--- src/rtl/ipg_pkg.sv ---
package ipg_pkg;
  localparam int unsigned MIN_GAP_BYTES = 12;

  function automatic logic [23:0] clamp_min(input logic [23:0] v, input logic [23:0] lo);
    return (v < lo) ? lo : v;
  endfunction
endpackage

--- src/rtl/ipg_len_counter.sv ---
module ipg_len_counter #(
  parameter int unsigned LEN_W = 16
) (
  input  logic             clk,
  input  logic             rst_n,
  input  logic             byte_vld,
  input  logic             clear,
  output logic [LEN_W-1:0] len_total
);
  localparam logic [LEN_W-1:0] LEN_MAX = '1;

  logic [LEN_W-1:0] cnt_q;

  // total including a byte strobed in the current cycle
  always_comb begin
    if (cnt_q == LEN_MAX) len_total = LEN_MAX;
    else                  len_total = cnt_q + LEN_W'(byte_vld);
  end

  always_ff @(posedge clk) begin
    if (!rst_n)     cnt_q <= '0;
    else if (clear) cnt_q <= '0;
    else            cnt_q <= len_total;
  end

  a_r10_len_saturates: assert property (@(posedge clk) disable iff (!rst_n)
    (cnt_q == LEN_MAX && !clear) |=> (cnt_q == LEN_MAX))
    else $error("length counter wrapped");

  a_r4_len_cleared: assert property (@(posedge clk) disable iff (!rst_n)
    clear |=> (cnt_q == '0))
    else $error("length not cleared at frame end");
endmodule

--- src/rtl/ipg_ratio_div.sv ---
module ipg_ratio_div #(
  parameter int unsigned DVD_W = 24,
  parameter int unsigned DVS_W = 9
) (
  input  logic             clk,
  input  logic             rst_n,
  input  logic             start,
  input  logic [DVD_W-1:0] dividend,
  input  logic [DVS_W-1:0] divisor,
  output logic [DVD_W-1:0] quotient,
  output logic             valid
);
  localparam int unsigned CNT_W = $clog2(DVD_W + 1);
  localparam logic [CNT_W-1:0] LAST = CNT_W'(DVD_W - 1);

  logic [DVD_W-1:0] quo_q;
  logic [DVS_W-1:0] dvs_q;
  logic [DVS_W:0]   rem_q, rem_sh, rem_nx;
  logic [CNT_W-1:0] cnt_q;
  logic             run_q, valid_q, ge;

  always_comb begin
    rem_sh = {rem_q[DVS_W-1:0], quo_q[DVD_W-1]};
    ge     = (rem_sh >= {1'b0, dvs_q});
    rem_nx = ge ? (rem_sh - {1'b0, dvs_q}) : rem_sh;
  end

  always_ff @(posedge clk) begin
    if (!rst_n) begin
      quo_q   <= '0;
      dvs_q   <= '0;
      rem_q   <= '0;
      cnt_q   <= '0;
      run_q   <= 1'b0;
      valid_q <= 1'b0;
    end else if (start) begin
      quo_q   <= dividend;
      dvs_q   <= divisor;
      rem_q   <= '0;
      cnt_q   <= '0;
      run_q   <= 1'b1;
      valid_q <= 1'b0;
    end else if (run_q) begin
      quo_q <= {quo_q[DVD_W-2:0], ge};
      rem_q <= rem_nx;
      cnt_q <= cnt_q + 1'b1;
      if (cnt_q == LAST) begin
        run_q   <= 1'b0;
        valid_q <= 1'b1;
      end
    end
  end

  assign quotient = quo_q;
  assign valid    = valid_q;

  a_r5_rem_below_divisor: assert property (@(posedge clk) disable iff (!rst_n)
    valid_q |-> (rem_q < {1'b0, dvs_q}))
    else $error("remainder not reduced");

  a_r7_start_clears_valid: assert property (@(posedge clk) disable iff (!rst_n)
    start |=> !valid_q)
    else $error("stale quotient after restart");
endmodule

--- src/rtl/ipg_gap_timer.sv ---
module ipg_gap_timer
  import ipg_pkg::*;
#(
  parameter int unsigned CNT_W = 24
) (
  input  logic             clk,
  input  logic             rst_n,
  input  logic             start,
  input  logic             fixed_in,
  input  logic [CNT_W-1:0] quotient,
  input  logic             q_valid,
  output logic             ready,
  output logic [CNT_W-1:0] elapsed
);
  localparam logic [CNT_W-1:0] MIN_GAP = CNT_W'(MIN_GAP_BYTES);
  localparam logic [CNT_W-1:0] CNT_MAX = '1;

  logic             busy_q, fixed_q, done;
  logic [CNT_W-1:0] cnt_q, target;

  always_comb begin
    target = fixed_q ? MIN_GAP : ((quotient < MIN_GAP) ? MIN_GAP : quotient);
    done   = busy_q && (fixed_q || q_valid) && (cnt_q >= target);
  end

  always_ff @(posedge clk) begin
    if (!rst_n) begin
      busy_q  <= 1'b0;
      fixed_q <= 1'b1;
      cnt_q   <= '0;
    end else if (start) begin
      busy_q  <= 1'b1;
      fixed_q <= fixed_in;
      cnt_q   <= '0;
    end else if (busy_q) begin
      if (done) busy_q <= 1'b0;
      if (cnt_q != CNT_MAX) cnt_q <= cnt_q + 1'b1;
    end
  end

  assign ready   = !busy_q || done;
  assign elapsed = cnt_q;

  a_r3_fixed_not_early: assert property (@(posedge clk) disable iff (!rst_n)
    (busy_q && fixed_q && !start) |=> (busy_q || (cnt_q >= MIN_GAP)))
    else $error("fixed gap ended early");
endmodule

--- src/rtl/ipg_stretch.sv ---
module ipg_stretch
  import ipg_pkg::*;
#(
  parameter int unsigned LEN_W   = 16,
  parameter int unsigned RATIO_W = 8
) (
  input  logic                 clk,
  input  logic                 rst_n,
  input  logic                 byte_vld,
  input  logic                 frame_end,
  input  logic                 stretch_en,
  input  logic                 full_duplex,
  input  logic [2*RATIO_W-1:0] ratio,
  output logic                 tx_ready
);
  localparam int unsigned PROD_W = LEN_W + RATIO_W;
  localparam int unsigned DVS_W  = RATIO_W + 1;

  logic [LEN_W-1:0]  len_total;
  logic [PROD_W-1:0] product, quotient, elapsed;
  logic [DVS_W-1:0]  divisor;
  logic              stretch_now, q_valid;

  assign stretch_now = stretch_en && full_duplex;
  assign product     = PROD_W'(len_total) * PROD_W'(ratio[RATIO_W-1:0]);
  assign divisor     = {1'b0, ratio[2*RATIO_W-1:RATIO_W]} + 1'b1;

  ipg_len_counter #(.LEN_W(LEN_W)) u_len (
    .clk(clk), .rst_n(rst_n), .byte_vld(byte_vld), .clear(frame_end),
    .len_total(len_total)
  );

  ipg_ratio_div #(.DVD_W(PROD_W), .DVS_W(DVS_W)) u_div (
    .clk(clk), .rst_n(rst_n), .start(frame_end && stretch_now),
    .dividend(product), .divisor(divisor), .quotient(quotient), .valid(q_valid)
  );

  ipg_gap_timer #(.CNT_W(PROD_W)) u_gap (
    .clk(clk), .rst_n(rst_n), .start(frame_end), .fixed_in(!stretch_now),
    .quotient(quotient), .q_valid(q_valid), .ready(tx_ready), .elapsed(elapsed)
  );

  a_r2_ready_drops: assert property (@(posedge clk) disable iff (!rst_n)
    frame_end |=> !tx_ready)
    else $error("ready still high after frame end");

  a_r6_gap_floor: assert property (@(posedge clk) disable iff (!rst_n)
    (!frame_end && $rose(tx_ready)) |-> (elapsed >= PROD_W'(MIN_GAP_BYTES)))
    else $error("gap shorter than minimum");
endmodule

--- config.mk ---
export PLATFORM = sky130hd
export DESIGN_NAME = ipg_stretch
export DESIGN_NICKNAME = d
export VERILOG_FILES = /design/src/rtl/ipg_pkg.sv /design/src/rtl/ipg_len_counter.sv /design/src/rtl/ipg_ratio_div.sv /design/src/rtl/ipg_gap_timer.sv /design/src/rtl/ipg_stretch.sv
export SDC_FILE = /design/constraint.sdc
export NUM_CORES = 1
export LEC_CHECK = 0
export BUFFER_PORTS_ARGS = -buffer_cell sky130_fd_sc_hd__buf_2
export CAP_MARGIN = 40
export CORE_ASPECT_RATIO = 0.8
export CORE_UTILIZATION = 60
export CTS_CLUSTER_DIAMETER = 60
export DETAILED_ROUTE_END_ITERATION = 7
export PLACE_DENSITY = 0.76
export RECOVER_POWER = 50
export SLEW_MARGIN = 20
export SYNTH_ARGS = -nofsm -noshare
export SYNTH_HDL_FRONTEND = slang
export SYNTH_SLANG_ARGS = --single-unit
export TNS_END_PERCENT = 10
--- constraint.sdc ---
create_clock -name clk -period 10.7 [get_ports clk]
set_input_delay 0.535 -clock clk [delete_from_list [all_inputs] [get_ports clk]]
set_output_delay 0.535 -clock clk [all_outputs]
set_load 0.1 [all_outputs]
### Word-level counts from Yosys, hierarchy flattened

Cells that the tools add are included.

* div/mod/pow operators: 0
* shift-type cells: 0
* eq/ne operators: 3
* muxes and demuxes: 12
* multipliers: 1
* $lt $le $gt $ge: 3
* add/sub/neg operators: 5
* reductions and logical operators: 13
* bitwise gates (word level): 1

Operators by type and width (number)
* $mux W24: 4
* $add A24 B1 Y24 const B: 1
* $ge A24 B24 Y1: 1
* $lt A24 B4 Y1 const B: 1
* $mul A16 B8 Y24: 1
* $ne A24 B24 Y1 const B: 1
* $add A16 B1 Y16: 1
* $eq A16 B16 Y1 const B: 1
* $mux W16: 1
* $ge A10 B9 Y1: 1
* $add A8 B1 Y9 const B: 1
* $mux W9: 1
* $sub A9 B9 Y9: 1
* $mux W1: 6
* $add A5 B1 Y5 const B: 1
* $eq A5 B5 Y1 const B: 1
* $logic_and A1 B1 Y1: 4
* $reduce_and A2 Y1: 2
* $reduce_or A2 Y1: 2
* $logic_not A1 Y1: 2
* $logic_or A1 B1 Y1: 2
* $reduce_bool A2 Y1: 1
* $not A1 Y1: 1

* memories: 0
* output and inout bits: 1
* bits in registers: 91
* latch bits: 0
* ROM bits: 0
* logic and storage cells: 48
* bits in writable memories: 0
* bits of input ports: 22

### Longest topological paths before layout

* word-level depth: 8
* mapped depth: 22
* mapped depth without buffers: 20

### Hierarchy

From an unflattened synthesis, not the netlist that was laid out.

* cells, all modules: 1172
* area total of the unflattened synthesis: 9824.4 µm²

Modules (own cells, without submodules)
* ipg_stretch: cells each 524, times used 1, area an instance 4359.2 µm², seq. area each 0.0 µm²
* ipg_ratio_div: cells each 299, times used 1, area an instance 2635.0 µm², seq. area each 980.9 µm²
* ipg_gap_timer: cells each 248, times used 1, area an instance 1960.6 µm², seq. area each 520.5 µm²
* ipg_len_counter: cells each 101, times used 1, area an instance 869.6 µm², seq. area each 320.3 µm²

### Least setup slack after synthesis

OpenSTA, ideal clock, no wires.

* path type: input to register
* start: input port byte_vld
* end: register u_div.quo_q[21], in the netlist u_div.quotient[21]
* path buffers: 1
* arrival time: 5.540 ns
* setup slack: 5.043 ns
* cell stages on the path: 21
* data required time: 10.583 ns
* library setup time: 0.117 ns
* cell sequence: ha_1 > ha_1 > and4_1 > clkbuf_1 > nand2_1 > xor2_1 > nand2_1 > and2_1 > fa_1 > fa_1 > fa_1 > inv_1 > fa_1 > inv_1 > ha_1 > o211ai_1 > a21oi_1 > o21ai_0 > a2111oi_0 > mux2i_1 > nand2_1

* longest elaborated chain between the ends: 4

Ends and longest elaborated chain
* start: declaration: RTL line ipg_stretch.sv:9 `input logic byte_vld,`
* $add A16 B1 Y16: RTL line ipg_len_counter.sv:17 `else len_total = cnt_q + LEN_W'(byte_vld);`
* $mux W16: RTL line ipg_len_counter.sv:16 `if (cnt_q == LEN_MAX) len_total = LEN_MAX;`
* $mul A16 B8 Y24: RTL line ipg_stretch.sv:25 `assign product = PROD_W'(len_total) * PROD_W'(ratio[RATIO_W-1:0]);`
* $mux W24: RTL line ipg_ratio_div.sv:36 `end else if (start) begin`
* end signal: assignment: RTL line ipg_ratio_div.sv:37 `quo_q <= dividend;`
* end signal: assignment: RTL line ipg_ratio_div.sv:44 `quo_q <= {quo_q[DVD_W-2:0], ge};`
* end: declaration: RTL line ipg_ratio_div.sv:16 `logic [DVD_W-1:0] quo_q;`

Every way passes these cells.
A chain may end at the register's enable or synchronous reset.

### Worst setup path after layout

* start: register u_len.cnt_q[5]
* end: register u_div.quo_q[21], in the netlist u_div.quotient[21]

* longest elaborated chain between the ends: 4
* elaborated cells on any way between the ends: 5
* classes of those cells: 1 x add/sub; 1 x mul; 1 x eq/ne; 2 x mux

Ends and longest elaborated chain
* start: declaration: RTL line ipg_len_counter.sv:12 `logic [LEN_W-1:0] cnt_q;`
* start signal: assignment: RTL line ipg_len_counter.sv:23 `else cnt_q <= len_total;`
* $add A16 B1 Y16 / $eq A16 B16 Y1 (equally long branches): RTL line ipg_len_counter.sv:17, ipg_len_counter.sv:16
* $mux W16 *: RTL line ipg_len_counter.sv:16
* $mul A16 B8 Y24 *: RTL line ipg_stretch.sv:25
* $mux W24 *: RTL line ipg_ratio_div.sv:36

Every way passes the cells marked *; elsewhere a longest branch is shown, timed or not.

==> summary.md <==
| Metric | Value |
|---|---|
| Antenna-violating nets left | 0 |
| Hold path start | ratio[8] |
| Synthesized area | 9360 um2 |
| Die Area | 16,100 um2 |
| Port Buffers | 22 |
| FF-to-FF End | u_div.quotient[21] |
| Critical path cell sequence | and4_1 -> nand4_2 -> or3_1 -> nand2_1 -> and2_1 -> fa_1 -> fa_1 -> fa_1 -> inv_1 -> fa_1 -> inv_1 -> ha_1 -> o211ai_1 -> a21oi_1 -> o21ai_0 -> a2111oi_0 -> mux2i_1 -> nand2_1 |
| Post-synthesis sequential area ratio | 0.195 |
| Final worst path period need | about 6400 ps |
| Placed Cells | 1,287 |
| Run status | finished, violations left |
| Clk root buf | clkbuf_16 |
| Via count | around 7.6k |
| Crit Path Max Fanout | 18 |
| GRT Residual Overflow | 0 |
| R2R depth | 18 |
| Sink Count | slightly above 90 |
| Worst EP required | between 10,000 and 15,000 ps |
| Final hold violations | 0 |
| CTS tree | done |
| Share of cells above drive strength 1 | 0.0586 |
| # IOs | 23 |
| Measured slew at the worst slew-check pin | 1640 ps |
| Total setup buffers inserted after CTS | 0 |
| Crit path buf inv count | 2 |
| Prevailing post-synth register cell | dfxtp_1 |
| Finished Layout Cells | around 1.3k |
| Setup crit end kind | flop |
| Vias in the first global route | around 7k |
| Syn avg cell area | 8.60 um2 |
| Number of flops mapped to enable cells by yosys | 0 |
| Setup tns final | 0 ps |
| Worst hold path endpoint | u_div.dvs_q[0] |
| 1st-pass router iterations | 5 |
| Setup Skew | just over 5 ps |
| Critical path arrival | between 6000 and 7000 ps |
| Rel. slew slack | -0.0948 |
| DR DRC count | 0 |
| Top cell type's share of synthesized area | 0.195 |
| Synth-to-Final Area Change | 5.85% |
| Worst-path clk slew | ~70 ps |
| Stages on worst setup path | 18 |
| GPL Wtd Cong | around 0.85 |
| Synth cell types | about 70 |
| Origin of the critical flop-to-flop path | u_len.cnt_q[5] |
| H-tree levels | 3 |
| Area leader, netlist | dfxtp_1 |
| Comb power frac | 0.167 |
| Num CTS Buffers | 9 |
| PostCTS Resize Cnt | 0 |
| Initial antenna violation count | 0 |
| Register bit total from synthesis | around 90 |
| Drt first-iter violations | roughly 570 |
| Clk buf depth | 2 |
| Worst setup SP type | flop |
| N_diodes | 0 |
| Peak supply drop | between 0.08 and 0.09 mV |
| Switching pwr | 0.241 mW |
| Largest cells by area after synthesis | dfxtp_1 (19%), fa_1 (18%), ha_1 (11%), and2_1 (6.1%), inv_1 (4.3%) |
| Core region area | between 15,000 and 20,000 um2 |
| Clk Latency, worst-skew pair | 360 ps |
| DRT Wirelength | between 20,000 and 25,000 um |
| Max Clk Rate | 157 MHz |
| # nets final | around 1.3k |
| Most common cell on crit path | fa_1 |
| Final WS setup | roughly 4300 ps |
| Mapped Nets | 1,279 |
| Pleak | about 4.6 nW |
| Pin count of the biggest net entering global routing | 40 |
| Drt wl/cell | around 16 um |
| Slowest stage delay, CP | ~670 ps |
| Wire length of the first global-routing pass | around 34,000 um |
| GR Util All Layers | 0.268 |
| Effective utilization at floorplan | 0.619 |
| Post-route clock period utilization | 0.595 |
| Asr flop ratio synth | 0 |
| Total of max-cap violations | 2 |
| Count of final max-slew check failures | a little under 80 |
| RSZ-0062 raised after global routing | no |
| Power per standard cell area | roughly 80 nW/um2 |
| Register share of total power | 0.441 |
| # rows | 40 |
| Mapped Cells | ~1.1k |
| Sw frac | 0.297 |
| Critical path class | flop to flop |
| Hold depth | 3 |
| Die W | 142 um |
| FF-to-FF setup slack | between 4000 and 5000 ps |
| Final setup viols | 0 |
| DP Worst Slack | 4190 ps |
| DP HPWL | ~16,000 um |
| Drt via density | 5.81 |
| Ys Warns | 0 |
| Cts hold-fix bufs | 0 |
| Int Power | approximately 0.57 mW |
| Tot Pwr | 0.810 mW |
| Chip Height | around 110 um |
| Violated checks | capacitance limit, slew limit |
| Delay-heaviest family, CP | adder cells |
| Slowest-stage cell, CP | or3_1 |
| Worst Hold Class | input port to flop |
| Layout fillers | 1,304 |
| Clock Power Share | 0.392 |
[routing by layer]
metal  up-vias  GRT usage  routed length (um)
met5         -          0                   0
met4         0     0.0667                 326
met3        29     0.0365                1080
met2       205      0.412                8910
met1      3640      0.397               10100
li1       3701          -                   -
[cells in the final DEF, fill, tap and decap left out, drive strengths merged, types with 9 or more instances in the layout]
master	n
a21oi	51
and2	91
and3	16
buf	24
clkbuf	15
dfxtp	91
fa	85
ha	83
inv	109
mux2	11
mux2i	21
nand2	84
nand3	32
nand4	29
nor2	72
nor2b	38
nor3	12
o211a	12
o21a	9
o21ai	43
xnor2	20
xor2	39
[power by group through the flow]
stage	Clock (mW)	Combinational (mW)	Sequential (mW)
6_report	0.318	0.136	0.357
2_1_floorplan	0	0.104	0.360
3_3_place_gp	0	0.129	0.366
4_1_cts	0.324	0.135	0.356
3_5_place_dp	0	0.134	0.364
5_1_grt	0.333	0.150	0.358
[final cells by class]
type | count | area (um2) | area share
multi-input combinational | 851 | 6980 | 0.704
sequential | 91 | 1820 | 0.184
inverter | 107 | 402 | 0.0405
tap | 210 | 263 | 0.0265
clock buffer | 11 | 243 | 0.0245
timing repair buffer | 28 | 158 | 0.0159
clock inverter | 5 | 45.0 | 0.00455
[cell families (layout without fill, tap and decap cells)]
| logic type | after synthesis | count (layout) | share of synthesized area |
|---|---|---|---|
| simple gates | 414 | 414 | 0.236 |
| fa+ha+maj | 168 | 168 | 0.293 |
| mux | 32 | 32 | 0.0357 |
| compound gates | 178 | 178 | 0.126 |
| flops | 91 | 91 | 0.195 |
| buf+inv | 147 | 151 | 0.0602 |
| xor+xnor | 59 | 59 | 0.0552 |
[tightest hold or removal path, cell delays in order]
cell	delay, ps
buf_2	100
nand2_1	50
o211a_1	110
[cell usage after synthesis, types with 9 or more instances]
library cell	number
nor3_1	11
nor2_1	72
dfxtp_1	91
ha_1	83
clkbuf_1	31
inv_1	107
mux2i_1	21
and3_1	15
fa_1	85
nand3_1	32
and2_1	91
nor2b_1	38
nand4_1	28
o211a_1	12
o21ai_0	42
mux2_2	11
a21oi_1	51
o21a_1	9
xnor2_1	20
nand2_1	82
xor2_1	39
[registers in the layout, summed over array words and instances (netlist names)]
register and flops:
u_div.cnt_q 5, u_div.dvs_q 9, u_div.quotient 24, u_div.rem_q 9, u_div.run_q 1, u_div.valid 1, u_gap.busy_q 1, u_gap.elapsed 24
u_gap.fixed_q 1, u_len.cnt_q 16
[stage by stage]
| stage | hold WS [ps] | util | instance area [um2] |
|---|---|---|---|
| after floorplan | 441 | - | 9360 |
| after global placement | 458 | 0.634 | 9590 |
| after detailed placement | 485 | 0.637 | 9630 |
| after CTS | 478 | 0.656 | 9920 |
| after global routing | 504 | 0.656 | 9910 |
| final | 481 | 0.656 | 9910 |
[worst max path at each step]
stage                    from  slack, ps            endpoint
2_1_floorplan        byte_vld       5040  u_div.quotient[21]
3_3_place_gp         byte_vld       4320  u_div.quotient[21]
3_5_place_dp         byte_vld       4190  u_div.quotient[21]
4_1_cts        u_len.cnt_q[0]       4420  u_div.quotient[21]
5_1_grt        u_len.cnt_q[5]       3800  u_div.quotient[21]
6_report       u_len.cnt_q[5]       4330  u_div.quotient[21]
Power figures use the tool's default switching activity.
